==> config.mk <==
export PLATFORM = sky130hd
export DESIGN_NAME = serial_dual_reg
export DESIGN_NICKNAME = d
export VERILOG_FILES = /design/src/rtl/sdr_pkg.sv /design/src/rtl/sdr_store.sv /design/src/rtl/sdr_shadow.sv /design/src/rtl/sdr_divider.sv /design/src/rtl/serial_dual_reg.sv
export SDC_FILE = /design/constraint.sdc
export NUM_CORES = 1
export LEC_CHECK = 0
export ABC_CLOCK_PERIOD_IN_PS = 2350
export BUFFER_PORTS_ARGS = -buffer_cell sky130_fd_sc_hd__buf_2
export CAP_MARGIN = 20
export CORE_MARGIN = 5
export CORE_UTILIZATION = 52
export CTS_BUF_LIST = sky130_fd_sc_hd__clkbuf_16
export CTS_CLUSTER_SIZE = 20
export DETAILED_ROUTE_END_ITERATION = 6
export GPL_ROUTABILITY_DRIVEN = 1
export GPL_TIMING_DRIVEN = 0
export PLACE_DENSITY = 0.79
export RECOVER_POWER = 100
export SYNTH_ARGS = -nofsm -noshare
export SYNTH_HDL_FRONTEND = slang
export SYNTH_SLANG_ARGS = --single-unit
==> constraint.sdc <==
create_clock -name clk -period 2.35 [get_ports clk]
set_clock_uncertainty 0.2 [all_clocks]
set_input_delay 0.235 -clock clk [delete_from_list [all_inputs] [get_ports clk]]
set_output_delay 0.235 -clock clk [all_outputs]
set_load 0.01 [all_outputs]
==> src/rtl/sdr_pkg.sv <==
package sdr_pkg;

  typedef enum logic [1:0] {
    SDR_MODE_OTHER = 2'b00,
    SDR_MODE_UART  = 2'b01,
    SDR_MODE_I2C   = 2'b10,
    SDR_MODE_SPARE = 2'b11
  } sdr_mode_e;

  // Lowest legal divider value for a protocol mode.
  function automatic logic [31:0] div_floor(input logic [1:0] mode);
    case (mode)
      SDR_MODE_UART: div_floor = 32'd2;
      SDR_MODE_I2C:  div_floor = 32'd1;
      default:       div_floor = 32'd0;
    endcase
  endfunction

  function automatic logic div_is_illegal(input logic [1:0] mode,
                                          input logic [31:0] div);
    div_is_illegal = (div < div_floor(mode));
  endfunction

  // Master cycles per transfer tick for a divider field value.
  function automatic logic [31:0] div_period(input logic [31:0] div);
    div_period = div + 32'd1;
  endfunction

endpackage

==> src/rtl/sdr_store.sv <==
module sdr_store #(
  parameter int DATA_W  = 16,
  parameter int DIV_W   = 7,
  parameter int BYTE_W  = 8
) (
  input  logic              clk,
  input  logic              rst_n,
  input  logic              run_en,
  input  logic              wr_word,
  input  logic              wr_byte,
  input  logic [DATA_W-1:0] wr_data,
  output logic [DATA_W-1:0] reg_q,
  output logic              bad_wr_q,
  output logic              low_viol,
  output logic              stop_byte
);
  localparam int DIV_LSB = DATA_W - DIV_W;

  logic [DATA_W-1:0] reg_d;
  logic              word_stop;

  assign word_stop = wr_word & ~run_en;
  assign low_viol  = word_stop & (|wr_data[DIV_LSB-1:0]);
  assign stop_byte = wr_byte & ~wr_word & ~run_en;

  always_comb begin
    reg_d = reg_q;
    if (wr_word) begin
      reg_d = wr_data;
    end else if (wr_byte) begin
      reg_d[BYTE_W-1:0] = wr_data[BYTE_W-1:0];
      if (!run_en) begin
        reg_d[DATA_W-1:DIV_LSB] = '0;
      end
    end
  end

  always_ff @(posedge clk) begin
    if (!rst_n) begin
      reg_q    <= '0;
      bad_wr_q <= 1'b0;
    end else begin
      reg_q <= reg_d;
      if (low_viol || stop_byte) begin
        bad_wr_q <= 1'b1;
      end else if (word_stop) begin
        bad_wr_q <= 1'b0;
      end
    end
  end

endmodule

==> src/rtl/sdr_shadow.sv <==
module sdr_shadow #(
  parameter int DIV_W = 7
) (
  input  logic             clk,
  input  logic             rst_n,
  input  logic             run_en,
  input  logic [DIV_W-1:0] field_in,
  output logic [DIV_W-1:0] div_cur,
  output logic             run_rise
);
  logic             run_d;
  logic [DIV_W-1:0] shadow_q;

  assign run_rise = run_en & ~run_d;
  // In the rise cycle the field still holds its pre-run value.
  assign div_cur  = (run_en & run_d) ? shadow_q : field_in;

  always_ff @(posedge clk) begin
    if (!rst_n) begin
      run_d    <= 1'b0;
      shadow_q <= '0;
    end else begin
      run_d <= run_en;
      if (run_rise) begin
        shadow_q <= field_in;
      end
    end
  end

endmodule

==> src/rtl/sdr_divider.sv <==
module sdr_divider #(
  parameter int DIV_W = 7
) (
  input  logic             clk,
  input  logic             rst_n,
  input  logic             run_en,
  input  logic             src_sel,
  input  logic [DIV_W-1:0] div_cur,
  input  logic             ext_tick,
  output logic             int_hit,
  output logic             tick
);
  logic [DIV_W-1:0] cnt_q;
  logic             count_on;

  assign count_on = run_en & ~src_sel;
  assign int_hit  = count_on & (cnt_q == div_cur);
  assign tick     = run_en & (src_sel ? ext_tick : int_hit);

  always_ff @(posedge clk) begin
    if (!rst_n) begin
      cnt_q <= '0;
    end else if (!count_on || int_hit) begin
      cnt_q <= '0;
    end else begin
      cnt_q <= cnt_q + 1'b1;
    end
  end

endmodule

==> src/rtl/serial_dual_reg.sv <==
module serial_dual_reg
  import sdr_pkg::*;
#(
  parameter int DATA_W = 16,
  parameter int DIV_W  = 7,
  parameter int BYTE_W = 8
) (
  input  logic              clk,
  input  logic              rst_n,
  input  logic              run_en,
  input  logic              src_sel,
  input  logic [1:0]        mode,
  input  logic              wr_word,
  input  logic              wr_byte,
  input  logic [DATA_W-1:0] wr_data,
  input  logic              ext_tick,
  output logic [DATA_W-1:0] reg_q,
  output logic              tick,
  output logic              cfg_err
);
  localparam int DIV_LSB = DATA_W - DIV_W;

  logic             bad_wr_q;
  logic             low_viol;
  logic             stop_byte;
  logic [DIV_W-1:0] div_cur;
  logic             run_rise;
  logic             int_hit;
  logic             div_bad;

  sdr_store #(.DATA_W(DATA_W), .DIV_W(DIV_W), .BYTE_W(BYTE_W)) u_store (
    .clk(clk), .rst_n(rst_n), .run_en(run_en),
    .wr_word(wr_word), .wr_byte(wr_byte), .wr_data(wr_data),
    .reg_q(reg_q), .bad_wr_q(bad_wr_q),
    .low_viol(low_viol), .stop_byte(stop_byte)
  );

  sdr_shadow #(.DIV_W(DIV_W)) u_shadow (
    .clk(clk), .rst_n(rst_n), .run_en(run_en),
    .field_in(reg_q[DATA_W-1:DIV_LSB]),
    .div_cur(div_cur), .run_rise(run_rise)
  );

  sdr_divider #(.DIV_W(DIV_W)) u_div (
    .clk(clk), .rst_n(rst_n), .run_en(run_en), .src_sel(src_sel),
    .div_cur(div_cur), .ext_tick(ext_tick),
    .int_hit(int_hit), .tick(tick)
  );

  assign div_bad = div_is_illegal(mode, 32'(div_cur));
  assign cfg_err = div_bad | bad_wr_q;

endmodule

==> results of run 1 <==
## stage by stage
stage	cells	power (mW)	setup slack, ps	setup TNS [ps]	util (%)
3_5_place_dp	276	0.766	134	0	61.9
5_1_grt	289	1.56	-1.92	-1.92	70.3
4_1_cts	288	1.50	-44.2	-44.2	69.9
6_report	289	1.50	37.3	0	70.3
2_1_floorplan	192	0.701	319	0	-
3_3_place_gp	276	0.763	141	0	61.9
## per-layer routing
metal | vias to the layer above | wire (um) | global-route usage [%]
li1 | 769 | - | -
met1 | 733 | 1850 | 24.8
met2 | 36 | 1940 | 33.4
met3 | 9 | 132 | 4.08
met4 | 0 | 100 | 10.9
met5 | - | 0 | 0
## critical path: cells and delay by family (launching register included)
family,cells,cell delay (ps)
multiplexers,1,150
AO/OA/AOI/OAI,3,870
flip-flops,1,340
AND/OR/NAND/NOR,1,120
buffers and inverters,1,120
## where the power goes
group / switching (mW) / internal (mW) / leakage, nW
Sequential: 0.0217 / 0.565 / 0.265
Clock: 0.221 / 0.493 / 0.0850
Combinational: 0.104 / 0.0939 / 0.480
## synth_stat cells (all sizes together) (2+ instances only)
library cell  instances  area (um^2)
dfxtp                32          641
nand2                29          109
o21ai                18         90.1
and2                 11         70.1
nor2b                10         62.6
inv                   9         33.8
nor3                  9         45.0
a21boi                8         60.1
mux2i                 8         80.1
clkbuf                6         22.5
nand2b                6         37.5
xnor2                 6         52.6
nor2                  5         18.8
a2111oi               3         32.5
a21oi                 3         15.0
nand3                 3         15.0
xor2                  3         26.3
a211oi                2         27.5
a31oi                 2         12.5
and3                  2         12.5
ha                    2         25.0
o221ai                2         23.8
or2                   2         12.5
or4                   2         15.0
## worst min-delay path by stage
stage / startpoint / to / slack (ps) / depth (start not counted)
2_1_floorplan: rst_n / u_store.bad_wr_q / 170 / 2
3_3_place_gp: u_store.reg_q[0] / u_store.reg_q[0] / 250 / 2
3_5_place_dp: u_store.reg_q[6] / u_store.reg_q[6] / 260 / 2
4_1_cts: wr_data[2] / u_store.reg_q[2] / 40 / 3
5_1_grt: wr_data[3] / u_store.reg_q[3] / 50 / 3
6_report: wr_data[2] / u_store.reg_q[2] / 40 / 3
## layout make-up
cell class | instances | area share [%]
multi-input combinational | 144 | 45.7
sequential | 32 | 30.7
timing repair buffer | 46 | 10.7
clock buffer | 5 | 5.88
tap | 44 | 2.59
clock inverter | 3 | 1.82
inverter | 9 | 1.59
buffer | 6 | 1.06
## registers in the layout, summed over array words and instances (netlist names)
name,count
u_store.reg_q,16
u_store.bad_wr_q,1
u_shadow.run_d,1
u_div.cnt_q,7
u_shadow.shadow_q,7
## placed cells by master, fill, tap and decap left out, types with 3 or more instances in the layout
cell type and count:
sky130_fd_sc_hd__buf_4 6, sky130_fd_sc_hd__clkbuf_1 20, sky130_fd_sc_hd__xnor2_1 6, sky130_fd_sc_hd__nor2_1 4, sky130_fd_sc_hd__nand3_1 3, sky130_fd_sc_hd__nand2_1 28
sky130_fd_sc_hd__o21ai_0 18, sky130_fd_sc_hd__clkbuf_16 5, sky130_fd_sc_hd__and2_1 3, sky130_fd_sc_hd__a21oi_1 3, sky130_fd_sc_hd__nor3_1 9, sky130_fd_sc_hd__mux2i_1 8
sky130_fd_sc_hd__dfxtp_1 26, sky130_fd_sc_hd__dfxtp_2 4, sky130_fd_sc_hd__nor2b_1 10, sky130_fd_sc_hd__xor2_1 3, sky130_fd_sc_hd__inv_1 10, sky130_fd_sc_hd__buf_2 26
sky130_fd_sc_hd__nand2b_1 6, sky130_fd_sc_hd__a21boi_0 8, sky130_fd_sc_hd__and2_0 6
## what timing repair did
item / in CTS / in global routing
endpoints found under the hold margin: 0 / 0
pin swaps: 7 / 6
setup endpoints to repair: 1 / 2
resized for setup: 12 / 9
setup buffers: 4 / 2
hold buffers: 0 / 0
## kinds of logic (layout without fill, tap and decap cells)
kind of cell / count (synthesis) / count (layout)
AO/OA/AOI/OAI: 42 / 42
multiplexers: 8 / 8
buffers and inverters: 16 / 69
AND/OR/NAND/NOR: 83 / 83
flip-flops: 32 / 32
adder cells (fa/ha/maj): 2 / 2
XOR/XNOR: 9 / 9
==> results, run 1 <==
- The first global-routing pass estimated 6.72 mm of wire.
- The Yosys step of the flow raised 0 warnings.
- TritonCTS created 5 clock buffers.
- The capturing element of the worst setup path is tick.
- The share of layout cells above drive strength 1 is 24.1%.
- The critical path data required time is 1910 ps.
- Global routing consumed, over all layers together, 20.3% of the routing resources.
- Setup violations remaining at the end of the flow were counted as 0.
- The highest ir drop seen on vdd is 0.559 mV.
- After Yosys synthesis, XOR and XNOR cells account for 4.87% of the synthesized area.
- The detailed router's first-iteration violation count is 125.
- The cell count after synthesis is 192.
- Summing all placed instances gives a cell area of 1870 um^2.
- The die outline height is 65.8 um.
- The layout net count is 271.
- The synthesized design contains 0 enable-type register cells.
- When the netlist entered floorplanning its net count stood at 219.
- CTS saw 32 sinks.
- CTS built an H-tree with a depth of 2.
- The number of cell instances on the worst register-to-register path is 7.
- The combinational family with the most area after synthesis is simple AND/OR/NAND/NOR gates.
- Among all flip-flop cells after synthesis, the most frequent one is sky130_fd_sc_hd__dfxtp_1.
- The total number of placement rows is 20.
- The max-capacitance violation count is 0.
- In the routed layout, each cell is associated on average with a via count of 5.35.
- The minimum setup slack among reg-to-reg paths is 250 ps.
- Summing every instance area after synthesis gives 1620 um^2.
- After filler insertion, the fill cell instance count of the layout stands at 253.
- The count of nets left with antenna violations once routing finished came out at 0.
- The total of buffers placed on input and output ports is 40.
- The number of pins exceeding their max-slew limit in the final report is 0.
- The pin count of the biggest net entering global routing is 11.
- The startpoint of the lowest-slack register-to-register path is u_div.cnt_q[1].
- The slowest stage cell on the critical path is sky130_fd_sc_hd__a211o_1.
- The signal on the critical path passes through nand2_2 -> mux2i_1 -> a211o_1 -> a2111oi_4 -> o21a_1 -> buf_2.
- The final critical path time including I/O delays and setup is 2310 ps.
- Once layout is done, the placed cells without fillers occupy 2130 um^2.
- In this run the deepest clock path goes through 2 buffers.
- The final count of hold timing violations is 0.
- The initial antenna violation count is 0.
- The HPWL reported at the end of detailed placement is 2.82 mm.
- The endpoint identified for the worst register-to-register timing path is u_div.cnt_q[3].
- The number of global-route vias before repair was 1473.
- At the pin with the least slew margin, the transition time is 753 ps.
- The total grt overflow is 0.
- 0 antenna diodes ended up in the layout.
- For this block, the via count after detailed routing is 1547.
- The final hold slack is 43.7 ps.
- The total iterations of the first detailed-routing run is 4.
- The startpoint class of the critical path is a flip-flop.
- The final layout contains routed wiring with a total length of 4.03 mm.
- The DRC violation count after routing is 0.
- On the worst path, the slowest cell contributes a delay of 360 ps.
- After synthesis the netlist holds a flip-flop and latch count of 32.
- The simple-gate share of the synthesized area is 26.8%.
- The area of the multi-input gates is 972 um^2.
- The start point of the critical path is u_shadow.run_d.
- The arrival time reported for the critical path endpoint is 1880 ps.
- Setup repair after global routing could not meet its margin everywhere.
- Clock-pin slew was measured on the worst setup and hold paths at 50 ps.
- Pin placement for this block handled 43 I/O pins.
- The distinct cell type count after synthesis is 37.
- The min-delay analysis places its worst path in the category input port to flip-flop.
- Summing the areas of all compound-gate instances in the mapped netlist gives 18.1% of the synthesized area.
- Registers take 653 um^2.
- The worst setup path is of the flip-flop to output pin kind.
- The analysis attributes to cell leakage a power of 0.830 nW.
- After synthesis, flip-flops and latches occupy 39.6% of the total area.
- The initial core utilization is 53.5%.
- The adder-cell area share of the yosys netlist is 1.55%.
- Dividing total power by cell area gives a power density of 704 nW/um^2.
- The worst pin sits at a relative slew slack of 49.6%.
- The share of the clock period used by the worst path after layout is 98.4%.
- The final weighted congestion of routability-driven global placement is 0.923.
- The die is 65.8 um wide.
- The fmax is 432 MHz.
- In this run the worst path has a maximum fanout of 6.
- Compared with the post-synthesis result, the final layout area differs by 31.5%.
- The insertion delay to the later sink of the worst-skew pair is 280 ps.
- After synthesis, the share of flip-flops with an asynchronous set or reset is 0%.
- The type of element capturing the critical path is an output pin.
- The wire length per cell after detailed routing is 13.9 um.
- The core region is 3030 um^2.
- The root buffer selected by CTS is sky130_fd_sc_hd__clkbuf_16.
- The average footprint of a synthesized cell is 8.43 um^2.
- The flow ran to the end, and the final reports show no timing, DRC or antenna violations.
- The die covers 4330 um^2.
- The multiplexer share of the synthesized area is 4.95%.
- TritonCTS built the clock tree.
(Power assumes the default switching activity.)
==> run 2: changes to the inputs <==
--- a/config.mk
+++ b/config.mk
@@ -6,15 +6,17 @@
 export NUM_CORES = 1
 export LEC_CHECK = 0
 export ABC_CLOCK_PERIOD_IN_PS = 2350
-export BUFFER_PORTS_ARGS = -buffer_cell sky130_fd_sc_hd__buf_2
+export BUFFER_PORTS_ARGS = -buffer_cell sky130_fd_sc_hd__clkbuf_2
 export CAP_MARGIN = 20
 export CORE_MARGIN = 5
 export CORE_UTILIZATION = 52
 export CTS_BUF_LIST = sky130_fd_sc_hd__clkbuf_16
+export CTS_CLUSTER_DIAMETER = 50
 export CTS_CLUSTER_SIZE = 20
 export DETAILED_ROUTE_END_ITERATION = 6
 export GPL_ROUTABILITY_DRIVEN = 1
 export GPL_TIMING_DRIVEN = 0
+export MAX_ROUTING_LAYER = met4
 export PLACE_DENSITY = 0.79
 export RECOVER_POWER = 100
 export SYNTH_ARGS = -nofsm -noshare
==> results, run 2 (synthesized netlist as in run 1, its figures left out) <==
- The flow ran to the end, but the final reports show violations.
- The checks that failed: negative setup slack.
- TritonCTS built the clock tree.
- The max-capacitance violation count is 0.
- The final count of hold timing violations is 0.
- After clock tree synthesis, the clock-pin slew on the worst setup and hold paths is 50 ps.
- The number of vias in the routed layout is 1499.
- The number of antenna diodes in the final layout is 0.
- The global-route met3 utilization is 5.27%.
- The arrival time reported for the critical path endpoint is 1920 ps.
- The worst hold path belongs to the class input port to flip-flop.
- The die area is 4330 um^2.
- The global-route track usage on met2 is 32.2%.
- In this run the tightest slew margin relative to its limit is 48.9%.
- The layout net count is 269.
- The initial antenna violation count was 0.
- The initial core utilization is 53.5%.
- Once layout is complete, the cells apart from fillers number 287.
- More flip-flops sit in one register than any other, and that register is u_store.reg_q.
- The clock tree buffer depth is 2.
- STA classifies the critical path endpoint as an output pin.
- At the later pin of the worst-skew pair, clock insertion delay measures 280 ps.
- The most common library cell in the layout ignoring fill and taps is sky130_fd_sc_hd__nand2_1.
- The routed design has 3.96 mm of wire.
- The floorplan core area is 3030 um^2.
- The H-tree depth is 2.
- Clock tree synthesis inserted a total of 5 buffers.
- The total leakage power is 0.818 nW.
- The number of global-route vias before repair is 1397.
- The power per unit of standard cell area is 708 nW/um^2.
- The startpoint class of the critical path is a flip-flop.
- The final number of setup-violating endpoints is 1.
- With fillers left out, the area of the finished cells amounts to 2110 um^2.
- The total iterations of the first detailed-routing run is 4.
- The floorplan has 20 rows.
- The detail route stage leaves a number of antenna-violating nets equal to 0.
- Data on the critical path is required at its endpoint by 1910 ps.
- The highest-utilization routing layer at the global route stage is met2.
- The total grt overflow is 0.
- In the final routed layout, each cell accounts on average for 13.8 um.
- The global-route wire length before repair is 6.62 mm.
- The final critical path time including I/O delays and setup is 2350 ps.
- The I/O pin count is 43.
- The final critical path takes up 100% of the cycle.
- Once detailed placement completed, the half-perimeter wirelength came to 2.78 mm.
- In the layout the commonest cells are sky130_fd_sc_hd__nand2_1, sky130_fd_sc_hd__dfxtp_1, sky130_fd_sc_hd__clkbuf_2.
- The largest fanout of any net on the critical path is 5.
- After detailed placement, the design holds a cell count of 276.
- The layout-stage area growth over the synthesis result is 30.4%.
- The die is 65.8 um tall.
- The final critical-path setup slack is -2.71 ps.
- Prior to clock tree synthesis, the placed netlist has a worst setup slack of 126 ps.
- The final weighted congestion of routability-driven global placement is 0.937.
- The number of buffers inserted by hold repair at cts is 0.
- Setup repair after global routing could not meet its margin everywhere.
- The fill cell total of the finished layout is 238.
- During placement, the flow inserted port buffers numbering 40.
- In the routed layout, each cell is associated on average with a via count of 5.22.
- The root buffer selected by CTS is sky130_fd_sc_hd__clkbuf_16.
- Global routing used 20.8% of the available tracks.
- The clock sink count is 32.
- The largest registers in the layout are u_store.reg_q: 16 flops, u_div.cnt_q: 7 flops, u_shadow.shadow_q: 7 flops.
- For this run, design rule violations remaining after detail routing come to 0.
- The global routing met1 resource utilization is 25.1%.
- VDD sags by at most 0.552 mV.
- The type of the setup path with the least slack is flip-flop to output pin.
- The horizontal die dimension is 65.8 um.
- Of the cells placed in the final design, the portion with a size suffix greater than 1 is 22.6%.
- The placed cell area is 1870 um^2.
- The detailed router's first-iteration violation count is 89.
- The flip-flop count of the largest register after layout is 16.
- For the pin with the worst max-slew slack, the measured transition is 763 ps.
- The number of pins exceeding their max-slew limit in the final report was 0.
- Entering global routing, the biggest net connects 11 pins.
- The fmax is 425 MHz.
[run 2: changes by cell type in the layout (fill, tap and decap cells not counted), moves of 2 or more]
| cell | before | now |
|---|---|---|
| sky130_fd_sc_hd__buf_2 | 26 | 1 |
| sky130_fd_sc_hd__buf_4 | 6 | 4 |
| sky130_fd_sc_hd__clkbuf_1 | 20 | 22 |
| sky130_fd_sc_hd__clkbuf_2 | 0 | 23 |
[run 2: routing by layer]
layer  wire, um  share of wire, %
met1       1790                45
met2       1890                48
met3        205               5.2
met4         72               1.8
met5          0                 0
[run 2: worst max-delay path: stages, from the launching register on]
cell and delay [ps]:
sky130_fd_sc_hd__dfxtp_2 350, sky130_fd_sc_hd__and2_4 180, sky130_fd_sc_hd__o221ai_2 90, sky130_fd_sc_hd__or3_4 400
sky130_fd_sc_hd__a2111oi_4 360, sky130_fd_sc_hd__o21a_1 140, sky130_fd_sc_hd__buf_2 120
[run 2: final cells by class]
type,instances,area (um^2),area share [%]
Tap cell,44,55.1,2.61
Buffer,6,22.5,1.07
Inverter,9,33.8,1.60
Multi-Input combinational cell,144,977,46.3
Timing Repair Buffer,44,210,9.95
Sequential cell,32,649,30.7
Clock inverter,3,38.8,1.84
Clock buffer,5,125,5.92
[run 2: path summary, 6_finish.rpt]
| path | from | to | slack (ps) | cells after the start |
|---|---|---|---|---|
| max | u_shadow.run_d | tick | -3 | 6 |
| max reg2reg | u_shadow.run_d | u_div.cnt_q[1] | 370 | 6 |
| min reg2reg | u_store.reg_q[6] | u_store.reg_q[6] | 260 | 2 |
| min | wr_data[6] | u_store.reg_q[6] | 20 | 3 |
[run 2: through the flow]
step	util [%]	setup TNS, ps	power (mW)	hold slack (ps)
2_1_floorplan	-	0	0.701	173
3_3_place_gp	61.9	0	0.763	248
3_5_place_dp	61.9	0	0.766	257
4_1_cts	68.8	-60.0	1.50	22.3
5_1_grt	69.8	-139	1.56	42.8
6_report	69.8	-2.71	1.49	24.7
[run 2: power by group]
| group | internal [mW] | switching (mW) |
|---|---|---|
| logic | 0.0882 | 0.102 |
| clock network | 0.493 | 0.225 |
| registers | 0.565 | 0.0218 |
[run 2: repair_timing]
item,4_1_cts,5_1_grt
pin swaps,4,5
hold endpoints to repair,0,0
setup endpoints to repair,1,2
setup buffers,2,2
resized for setup,7,14
